File: config.mk
export PLATFORM = sky130hd
export DESIGN_NAME = hdlc_resid_rx
export DESIGN_NICKNAME = d
export VERILOG_FILES = /design/src/rtl/hdlc_rx_pkg.sv /design/src/rtl/rx_deframer.sv /design/src/rtl/rx_assembler.sv /design/src/rtl/rx_stat_fifo.sv /design/src/rtl/hdlc_resid_rx.sv
export SDC_FILE = /design/constraint.sdc
export NUM_CORES = 1
export LEC_CHECK = 0
export ABC_AREA = 1
export BUFFER_PORTS_ARGS = -buffer_cell sky130_fd_sc_hd__clkbuf_2
export CORE_MARGIN = 4
export CORE_UTILIZATION = 60
export DETAILED_ROUTE_END_ITERATION = 16
export PLACE_DENSITY_LB_ADDON = 0.2
export SYNTH_ARGS = -nofsm -noshare
export SYNTH_HDL_FRONTEND = slang
export SYNTH_SLANG_ARGS = --single-unit
File: constraint.sdc
create_clock -name clk -period 2.4 [get_ports clk]
set_input_delay 0.36 -clock clk [delete_from_list [all_inputs] [get_ports clk]]
set_output_delay 0.36 -clock clk [all_outputs]
set_load 0.005 [all_outputs]
File: src/rtl/hdlc_rx_pkg.sv
package hdlc_rx_pkg;

    localparam int BYTE_W    = 8;
    localparam int FCS_BITS  = 16;
    // leading 0 and five 1s of the closing flag are emitted before it is recognised
    localparam int FLAG_TAIL = 6;
    localparam int HOLD_BITS = FCS_BITS + FLAG_TAIL;

    localparam logic [15:0] CRC_PRESET  = 16'hFFFF;
    localparam logic [15:0] CRC_POLY_RF = 16'h8408;
    localparam logic [15:0] CRC_GOOD    = 16'hF0B8;

    localparam int ST_CRC_BIT = 2;
    localparam int ST_OVR_BIT = 4;

    typedef struct packed {
        logic [BYTE_W-1:0] data;
        logic              eom;
        logic              resid;
        logic              crc_bad;
    } rx_entry_t;

    function automatic logic [15:0] crc_step(input logic [15:0] c, input logic b);
        logic fb;
        fb = c[0] ^ b;
        return (c >> 1) ^ (fb ? CRC_POLY_RF : 16'h0000);
    endfunction

endpackage

File: src/rtl/rx_deframer.sv
module rx_deframer
    import hdlc_rx_pkg::*;
(
    input  logic clk,
    input  logic rst,
    input  logic bit_in,
    input  logic bit_vld,
    output logic d_stb,
    output logic d_bit,
    output logic flag_seen,
    output logic abort_seen
);

    logic [2:0] ones;
    logic       hunting;

    always_ff @(posedge clk) begin
        if (rst) begin
            ones       <= '0;
            hunting    <= 1'b1;
            d_stb      <= 1'b0;
            d_bit      <= 1'b0;
            flag_seen  <= 1'b0;
            abort_seen <= 1'b0;
        end else begin
            d_stb      <= 1'b0;
            flag_seen  <= 1'b0;
            abort_seen <= 1'b0;
            if (bit_vld) begin
                if (bit_in) begin
                    if (ones != 3'd7) ones <= ones + 3'd1;
                    if (ones == 3'd6) begin
                        abort_seen <= !hunting;
                        hunting    <= 1'b1;
                    end
                    if (ones < 3'd5 && !hunting) begin
                        d_stb <= 1'b1;
                        d_bit <= 1'b1;
                    end
                end else begin
                    ones <= '0;
                    if (ones == 3'd6) begin
                        flag_seen <= 1'b1;
                        hunting   <= 1'b0;
                    end else if (ones < 3'd5 && !hunting) begin
                        d_stb <= 1'b1;
                        d_bit <= 1'b0;
                    end
                end
            end
        end
    end

    assert_data_from_strobe_R2: assert property (@(posedge clk) disable iff (rst)
        d_stb |-> $past(bit_vld));

endmodule

File: src/rtl/rx_assembler.sv
module rx_assembler
    import hdlc_rx_pkg::*;
(
    input  logic      clk,
    input  logic      rst,
    input  logic      d_stb,
    input  logic      d_bit,
    input  logic      flag_seen,
    input  logic      abort_seen,
    input  logic      crc_en,
    output logic      push,
    output rx_entry_t push_entry
);

    localparam int CW = $clog2(HOLD_BITS + 1);
    localparam int PCW = $clog2(BYTE_W);

    logic [HOLD_BITS-1:0] sr;
    logic [CW-1:0]        cnt;
    logic [15:0]          crc;
    logic [BYTE_W-1:0]    part;
    logic [PCW-1:0]       pcnt;
    logic [BYTE_W-1:0]    held;
    logic                 held_v;

    logic                 out_bit;
    logic [BYTE_W-1:0]    part_nx;
    logic [PCW:0]         gap;

    assign out_bit = sr[HOLD_BITS-1];
    assign part_nx = {out_bit, part[BYTE_W-1:1]};
    assign gap     = (PCW+1)'(BYTE_W) - {1'b0, pcnt};

    always_ff @(posedge clk) begin
        if (rst) begin
            sr         <= '0;
            cnt        <= '0;
            crc        <= CRC_PRESET;
            part       <= '0;
            pcnt       <= '0;
            held       <= '0;
            held_v     <= 1'b0;
            push       <= 1'b0;
            push_entry <= '0;
        end else begin
            push <= 1'b0;
            if (flag_seen || abort_seen) begin
                if (flag_seen && (held_v || pcnt != '0)) begin
                    push               <= 1'b1;
                    push_entry.eom     <= 1'b1;
                    push_entry.crc_bad <= crc_en && (crc != CRC_GOOD);
                    if (pcnt == '0) begin
                        push_entry.data  <= held;
                        push_entry.resid <= 1'b0;
                    end else begin
                        push_entry.data  <= part >> gap;
                        push_entry.resid <= 1'b1;
                    end
                end
                sr     <= '0;
                cnt    <= '0;
                crc    <= CRC_PRESET;
                part   <= '0;
                pcnt   <= '0;
                held_v <= 1'b0;
            end else if (d_stb) begin
                sr <= {sr[HOLD_BITS-2:0], d_bit};
                if (cnt >= CW'(FLAG_TAIL)) crc <= crc_step(crc, sr[FLAG_TAIL-1]);
                if (cnt == CW'(HOLD_BITS)) begin
                    part <= part_nx;
                    if (pcnt == PCW'(BYTE_W-1)) begin
                        held   <= part_nx;
                        held_v <= 1'b1;
                        pcnt   <= '0;
                    end else begin
                        pcnt <= pcnt + PCW'(1);
                    end
                    if (pcnt == '0 && held_v) begin
                        push               <= 1'b1;
                        push_entry.data    <= held;
                        push_entry.eom     <= 1'b0;
                        push_entry.resid   <= 1'b0;
                        push_entry.crc_bad <= 1'b0;
                        held_v             <= 1'b0;
                    end
                end else begin
                    cnt <= cnt + CW'(1);
                end
            end
        end
    end

    assert_resid_only_at_end_R5: assert property (@(posedge clk) disable iff (rst)
        (push && push_entry.resid) |-> push_entry.eom);

    assert_crc_off_never_flags_R6: assert property (@(posedge clk) disable iff (rst)
        (push && !$past(crc_en)) |-> !push_entry.crc_bad);

endmodule

File: src/rtl/rx_stat_fifo.sv
module rx_stat_fifo
    import hdlc_rx_pkg::*;
#(
    parameter int DEPTH = 4
) (
    input  logic      clk,
    input  logic      rst,
    input  logic      push,
    input  rx_entry_t push_entry,
    input  logic      pop,
    output rx_entry_t head,
    output logic      valid,
    output logic      full
);

    localparam int PW = (DEPTH > 1) ? $clog2(DEPTH) : 1;

    rx_entry_t     mem [DEPTH];
    logic [PW-1:0] wp, rp;
    logic [PW:0]   cnt;
    logic          push_ok, pop_ok;

    assign valid   = (cnt != '0);
    assign full    = (cnt == (PW+1)'(DEPTH));
    assign push_ok = push && !full;
    assign pop_ok  = pop && valid;
    assign head    = mem[rp];

    always_ff @(posedge clk) begin
        if (push_ok) mem[wp] <= push_entry;
    end

    always_ff @(posedge clk) begin
        if (rst) begin
            wp  <= '0;
            rp  <= '0;
            cnt <= '0;
        end else begin
            if (push_ok) wp <= (wp == PW'(DEPTH-1)) ? '0 : wp + PW'(1);
            if (pop_ok)  rp <= (rp == PW'(DEPTH-1)) ? '0 : rp + PW'(1);
            case ({push_ok, pop_ok})
                2'b10:   cnt <= cnt + (PW+1)'(1);
                2'b01:   cnt <= cnt - (PW+1)'(1);
                default: cnt <= cnt;
            endcase
        end
    end

endmodule

File: src/rtl/hdlc_resid_rx.sv
module hdlc_resid_rx
    import hdlc_rx_pkg::*;
#(
    parameter int DEPTH = 4
) (
    input  logic        clk,
    input  logic        rst,
    input  logic        rx_bit,
    input  logic        rx_bit_vld,
    input  logic        crc_chk_en,
    input  logic        rd_pop,
    output logic        rd_valid,
    output logic [7:0]  rd_data,
    output logic        rd_eom,
    output logic        rd_resid,
    output logic        rd_crc_bad,
    input  logic        host_wr,
    input  logic [7:0]  host_wdata,
    output logic [7:0]  status
);

    logic      d_stb, d_bit, flag_seen, abort_seen;
    logic      push, full;
    rx_entry_t push_entry, head;
    logic      prev_valid, prev_pop, arrive;
    logic      crc_flag, ovr_flag;

    rx_deframer u_deframer (
        .clk(clk), .rst(rst), .bit_in(rx_bit), .bit_vld(rx_bit_vld),
        .d_stb(d_stb), .d_bit(d_bit), .flag_seen(flag_seen), .abort_seen(abort_seen)
    );

    rx_assembler u_assembler (
        .clk(clk), .rst(rst), .d_stb(d_stb), .d_bit(d_bit),
        .flag_seen(flag_seen), .abort_seen(abort_seen), .crc_en(crc_chk_en),
        .push(push), .push_entry(push_entry)
    );

    rx_stat_fifo #(.DEPTH(DEPTH)) u_fifo (
        .clk(clk), .rst(rst), .push(push), .push_entry(push_entry),
        .pop(rd_pop), .head(head), .valid(rd_valid), .full(full)
    );

    assign rd_data    = head.data;
    assign rd_eom     = head.eom;
    assign rd_resid   = head.resid;
    assign rd_crc_bad = head.crc_bad;

    // a new entry is at the head when the buffer was empty or was popped last cycle
    assign arrive = rd_valid && (!prev_valid || prev_pop);

    always_ff @(posedge clk) begin
        if (rst) begin
            prev_valid <= 1'b0;
            prev_pop   <= 1'b0;
            crc_flag   <= 1'b0;
            ovr_flag   <= 1'b0;
        end else begin
            prev_valid <= rd_valid;
            prev_pop   <= rd_pop && rd_valid;
            if (arrive && head.eom)                     crc_flag <= head.crc_bad;
            else if (host_wr && host_wdata[ST_CRC_BIT]) crc_flag <= 1'b0;
            if (push && full)                           ovr_flag <= 1'b1;
            else if (host_wr && host_wdata[ST_OVR_BIT]) ovr_flag <= 1'b0;
        end
    end

    always_comb begin
        status             = '0;
        status[ST_CRC_BIT] = crc_flag;
        status[ST_OVR_BIT] = ovr_flag;
    end

    assert_crc_flag_from_head_R7: assert property (@(posedge clk) disable iff (rst)
        $rose(crc_flag) |-> $past(rd_valid && rd_eom && rd_crc_bad));

    assert_overrun_raises_flag_R10: assert property (@(posedge clk) disable iff (rst)
        (push && full) |=> status[ST_OVR_BIT]);

endmodule

# Word level (Yosys, flattened, before mapping)
# Memories as Yosys holds them, arrays and structs flattened. A register that Yosys moved wholly into a read port is not among the register bits.
# Cells that the tools add are included.
# op_classes
muxes,40
eq_ne,13
magnitude_cmp,2
add_sub_neg,8
n_shift,1
n_reduce_logical,40
bitwise_logic,7
# ops
operator,count
$mux W11,5
$mux W1,25
$mux W16,1
$ne A16 B16 Y1 const B,1
$xor A15 B16 Y16,1
$reduce_bool A2 Y1,7
$logic_and A1 B1 Y1,11
$reduce_and A2 Y1,5
$add A3 B1 Y3 const B,3
$eq A3 B3 Y1 const B,3
$mux W3,3
$mux W2,4
$mux W8,1
$reduce_and A4 Y1,2
$shr A8 B4 Y8,1
$eq A2 B2 Y1 const B,3
$pmux W3 S2,1
$reduce_and A3 Y1,2
$reduce_bool A3 Y1,2
$add A5 B1 Y5 const B,1
$eq A5 B5 Y1 const B,1
$ge A5 B3 Y1 const B,1
$not A1 Y1,5
$add A2 B1 Y2 const B,2
other kinds (14),20
# word_totals
regBits,94
wordCells,137
memories,1
mem_bits_rw,44
out_inout_bits,20
inputBits,15
# memory_table
name,depth,width,rd,rd_ports_with_merged_regs,wr,line_no,text
u_fifo.mem,4,11,1,1,1,rx_stat_fifo.sv:18,rx_entry_t mem [DEPTH];

# Longest topological paths before layout
# depth
ltp_word,6
depth_mapped,12
depth_no_buf,11

# Hierarchy
# From an unflattened synthesis, not the netlist that was laid out.
# unflattened
cells_unflattened,698
area_unflattened_um2,6054.6
# modules_own_cells
mod,area_per_inst_um2,n_inst,cells_each,seq_area_each_um2
rx_assembler,3303.2,1,445,1501.4
rx_stat_fifo,2150.8,1,178,1501.4
rx_deframer,369.1,1,40,160.2
hdlc_resid_rx,231.5,1,35,80.1

# Worst setup path before layout
# No wires, ideal clock.
# synth_path
kind,reg2reg
startpoint,reg u_fifo.cnt[1]
endpoint,reg u_fifo.cnt[2]
arrival_time_ps,1727
period_less_slack_ps,1849
required_time_ps,2278
setup_ps,122
setup_slack_ps,551
path_buffers,0
path_stages_with_launch,11
cell_sequence,dfxtp_1 nor2_1 nand2_1 nand2_1 ha_1 inv_1 fa_1 a21oi_1 o21ai_0 o21ai_0 a21oi_1
# synth_between
elab_chain_len,5
elab_cells_between_ends,11
cone_classes,2 x add/sub; 3 x eq/ne; 1 x mux; 5 x reduce/logical
# synth_lines
element,line_no,text
from (decl),rx_stat_fifo.sv:20,logic [PW:0] cnt;
from (signal assigned),rx_stat_fifo.sv:42,2'b10: cnt <= cnt + (PW+1)'(1);
from (signal assigned),rx_stat_fifo.sv:43,2'b01: cnt <= cnt - (PW+1)'(1);
from (signal assigned),rx_stat_fifo.sv:44,default: cnt <= cnt;
$eq A3 B3 Y1,rx_stat_fifo.sv:24,assign full = (cnt == (PW+1)'(DEPTH));
$logic_not A1 Y1,rx_stat_fifo.sv:25,assign push_ok = push && !full;
$logic_and A1 B1 Y1,rx_stat_fifo.sv:25,
$eq A2 B1 Y1 / $eq A2 B2 Y1 (equally long branches),rx_stat_fifo.sv:41,"case ({push_ok, pop_ok})"
$pmux W3 S2 / $reduce_bool A2 Y1 (equally long branches),n/a,
# Several ways; a longest one is shown, not always the timed one.
# A chain may end at the register's enable or synchronous reset.

# Worst setup path in the final report
# Same ends and word-level chain as after synthesis.

==> results.md <==
- Overall Power: 5.35 mW
- Nets: between 700 and 800
- Netlist Area Pre-Place: between 5000 and 6000 um2
- Ys Warns: 0
- Cell count after placement: 812
- Non-filler cells in the finished layout: 844
- Min-Delay Path Class: in -> reg
- Critical Path AT: 2.47 ns
- RSZ-0062 raised after global routing: no
- Worst vdd ir: ~0.00067 V
- Worst Skew: 0.00574 ns
- H-tree Lvls: 4
- Row cnt: 35
- Global route overflow: 0
- CTS tree: built
- WL/cell: between 10 and 15 um
- Chip width: 107 um
- Mean Syn Cell Area: 8.64 um2
- Vias per cell: 5.24
- Core Util, Final: between 70% and 80%
- Endpoint class of the critical path: flop
- Core ar.: about 9400 um2
- GR Util All Layers: 20.9%
- Post-Synthesis Cells: 682
- DR top layer: met4
- Sum of negative setup slack: 0 ns
- IO Count: 35
- Slew Limit Fails: 0
- ANT nets after route: 0
- Dpl cell area: 6050 um2
- WL met3: 411 um
- First-pass GRT wire length: about 19,000 um
- Area Growth Syn to Fin: 13.8%
- Pin count of the biggest net entering global routing: 30
- # setup viols final: 0
- Worst EP required: 2.80 ns
- Clock share of power: between 50% and 60%
- CP startpoint kind: flop
- Crit-path cells: nor2_1 -> nand2_1 -> nand2_2 -> ha_1 -> inv_1 -> fa_1 -> a21oi_1 -> o21ai_0 -> o21ai_0 -> a21oi_1
- Share of layout cells above drive strength 1: 12.0%
- Sequential area share after synthesis: between 50 and 60%
- FMAX: 0.484 GHz
- Internal power: 4.31 mW
- Clk Tree Root Cell: clkbuf_8
- Number of port buffers: 22
- Crit Path Max Fanout: 9
- Final Cycle Share: 86.2%
- Worst-path clk slew: 0.06 ns
- Fin area: between 6000 and 7000 um2
- Die area: 11,500 um2
- DR pass1 iterations: 5
- Post-CTS setup buffers: 0
- Leakage: 2.64 nW
- N_diodes: 0
- R2R cell count: 10
- Die Y: roughly 110 um
- Vias: 4,420
- Met1 Routed Length: 4840 um
- Number of synthesized register bits: 140
- Max_slew headroom: approximately 30%
- Vias in the first global route: 4,301
- Tmin final: around 2.1 ns
- Switching share of power: between 10% and 20%
- Comb power frac: 1.1%
- Max Cap Violations: 0
- CP peak stage delay: approximately 0.38 ns
- Crit Path Category: reg -> reg
- Final GP Congestion: 0.881
- Worst-Margin Slew: 1.05 ns
- Pwr/cell area: 797 nW/um2
- Met2 wire length: 5850 um
- Number of CTS-inserted buffers: 17
- Seq pwr share: 45.5%
- Clock sink total: 140
- Slowest-stage cell, CP: fa_1
- DP Wirelength: 7200 um
- Hold depth: 3
- Total Wirelength: around 11,000 um
- Final hold vios: 0
- Distinct cells, synth: 41
- Status: completed
- Initial core utilization: 62.6%
- Clock tree buffer depth: 2
- DRC viols: 0
- P_sw: 1.03 mW
- Drt initial violations: roughly 260
- Initial antenna violation count: 0
- Worst-skew pair later-pin latency: 0.52 ns
==> flip-flops by register name, summed over array words and instances, names as in the netlist, 3 cells and up, named ones only <==
signal                  count
u_assembler.cnt             5
u_assembler.sr             22
u_fifo.cnt                  3
u_assembler.push_entry     11
u_assembler.part            8
u_fifo.mem                 44
u_deframer.ones             3
u_assembler.held            8
u_assembler.pcnt            3
u_assembler.crc            16
==> critical path, delay by kind of cell (launching register included) <==
family	cells	cell delay [ns]
AO/OA/AOI/OAI	4	0.50
adder cells (fa/ha/maj)	2	0.55
buffers and inverters	1	0.07
flip-flops	1	0.33
AND/OR/NAND/NOR	3	0.50
==> logic make-up (layout without fill, tap and decap cells) <==
family / count (synthesis) / count (layout) / synth area share (%)
adder cells (fa/ha/maj): 16 / 16 / 3.53
flip-flops: 140 / 140 / 55.0
AO/OA/AOI/OAI: 135 / 135 / 12.5
other: 1 / 6 / 0.0636
buffers and inverters: 91 / 119 / 6.92
AND/OR/NAND/NOR: 295 / 295 / 21.3
XOR/XNOR: 4 / 4 / 0.595
==> cell usage after synthesis (all sizes together) <==
cell type    n  area (um2)
conb         1        3.75
o21a         1        7.51
nand3b       1        7.51
buf         24         151
clkbuf       9        33.8
nand3       40         213
nor3b        1        7.51
nor2        86         362
nor3         5        30.0
fa           1        20.0
or2          1        6.26
o21ai       55         279
edfxtp      44        1320
a31oi        1        6.26
ha          15         188
xnor2        1        8.76
nand4        2        12.5
inv         57         214
nand2      158         613
dfxtp       96        1920
o211ai       5        37.5
clkinv       1        8.76
o22ai        9        56.3
xor2         3        26.3
a21oi       58         290
and2         1        6.26
o211a        2        20.0
a211oi       4        40.0
==> final timing paths <==
check / start / endpoint / slack (ns)
max reg2reg: u_fifo.cnt[1]$_SDFFE_PP0P_ / u_fifo.cnt[2]$_SDFFE_PP0P_ / 0.33
min reg2reg: u_assembler.sr[20]$_SDFFE_PP0P_ / u_assembler.sr[20]$_SDFFE_PP0P_ / 0.46
max: u_fifo.cnt[1]$_SDFFE_PP0P_ / u_fifo.cnt[2]$_SDFFE_PP0P_ / 0.33
min: rd_pop / prev_pop$_SDFF_PP0_ / 0.09
==> power by group through the flow <==
stage                     Combinational, mW  Sequential (mW)  Clock [mW]
after detailed placement             0.0605             2.48           0
after global routing                 0.0702             2.43        2.99
after CTS                            0.0613             2.43        2.89
final                                0.0614             2.43        2.85
after floorplan                      0.0482             2.48           0
after global placement               0.0583             2.48           0
==> metrics by stage <==
step | hold WS, ns | setup WS, ns
2_1_floorplan | 0.419 | 0.551
3_3_place_gp | 0.443 | 0.405
3_5_place_dp | 0.445 | 0.305
4_1_cts | 0.0802 | 0.283
5_1_grt | 0.0892 | 0.0610
6_report | 0.0948 | 0.332
==> area by class of cell <==
class | instances | area, um2
clock inverter | 12 | 209
clock buffer | 20 | 447
tap | 129 | 161
fill | 681 | 2710
inverter | 58 | 223
timing repair buffer | 29 | 163
multi-input combinational | 456 | 2260
sequential | 140 | 3240
==> routing by layer <==
| metal | up-vias | global-route usage, % |
|---|---|---|
| met5 | - | 0 |
| met4 | 0 | 8.49 |
| met3 | 15 | 4.94 |
| met2 | 81 | 37.0 |
| met1 | 2041 | 24.0 |
| li1 | 2283 | - |
==> cells in the final DEF, fill, tap and decap left out, types with 2 or more instances in the layout <==
master	synthesis	layout
xor2_1	3	3
o211a_1	2	2
clkbuf_16	0	17
clkbuf_1	9	2
nand4_1	2	2
nand2_2	5	6
o21ai_1	13	13
clkinv_4	1	4
conb_1	1	6
dfxtp_1	96	96
nor2_4	3	3
a211oi_1	2	2
clkbuf_2	0	22
a21oi_1	58	58
o21ai_0	41	41
edfxtp_1	44	44
nand2_1	152	151
ha_1	15	15
nand3_1	39	39
o22ai_1	9	9
bufinv_16	0	5
inv_1	48	48
inv_2	9	9
o211ai_1	5	5
nor2_1	82	82
buf_4	8	7
nor3_1	4	4
a211oi_2	2	2
==> timing repair <==
item	CTS	global route
setup endpoints to repair	0	1
resized for setup	0	1
hold buffers	0	0
(Power assumes the default switching activity.)
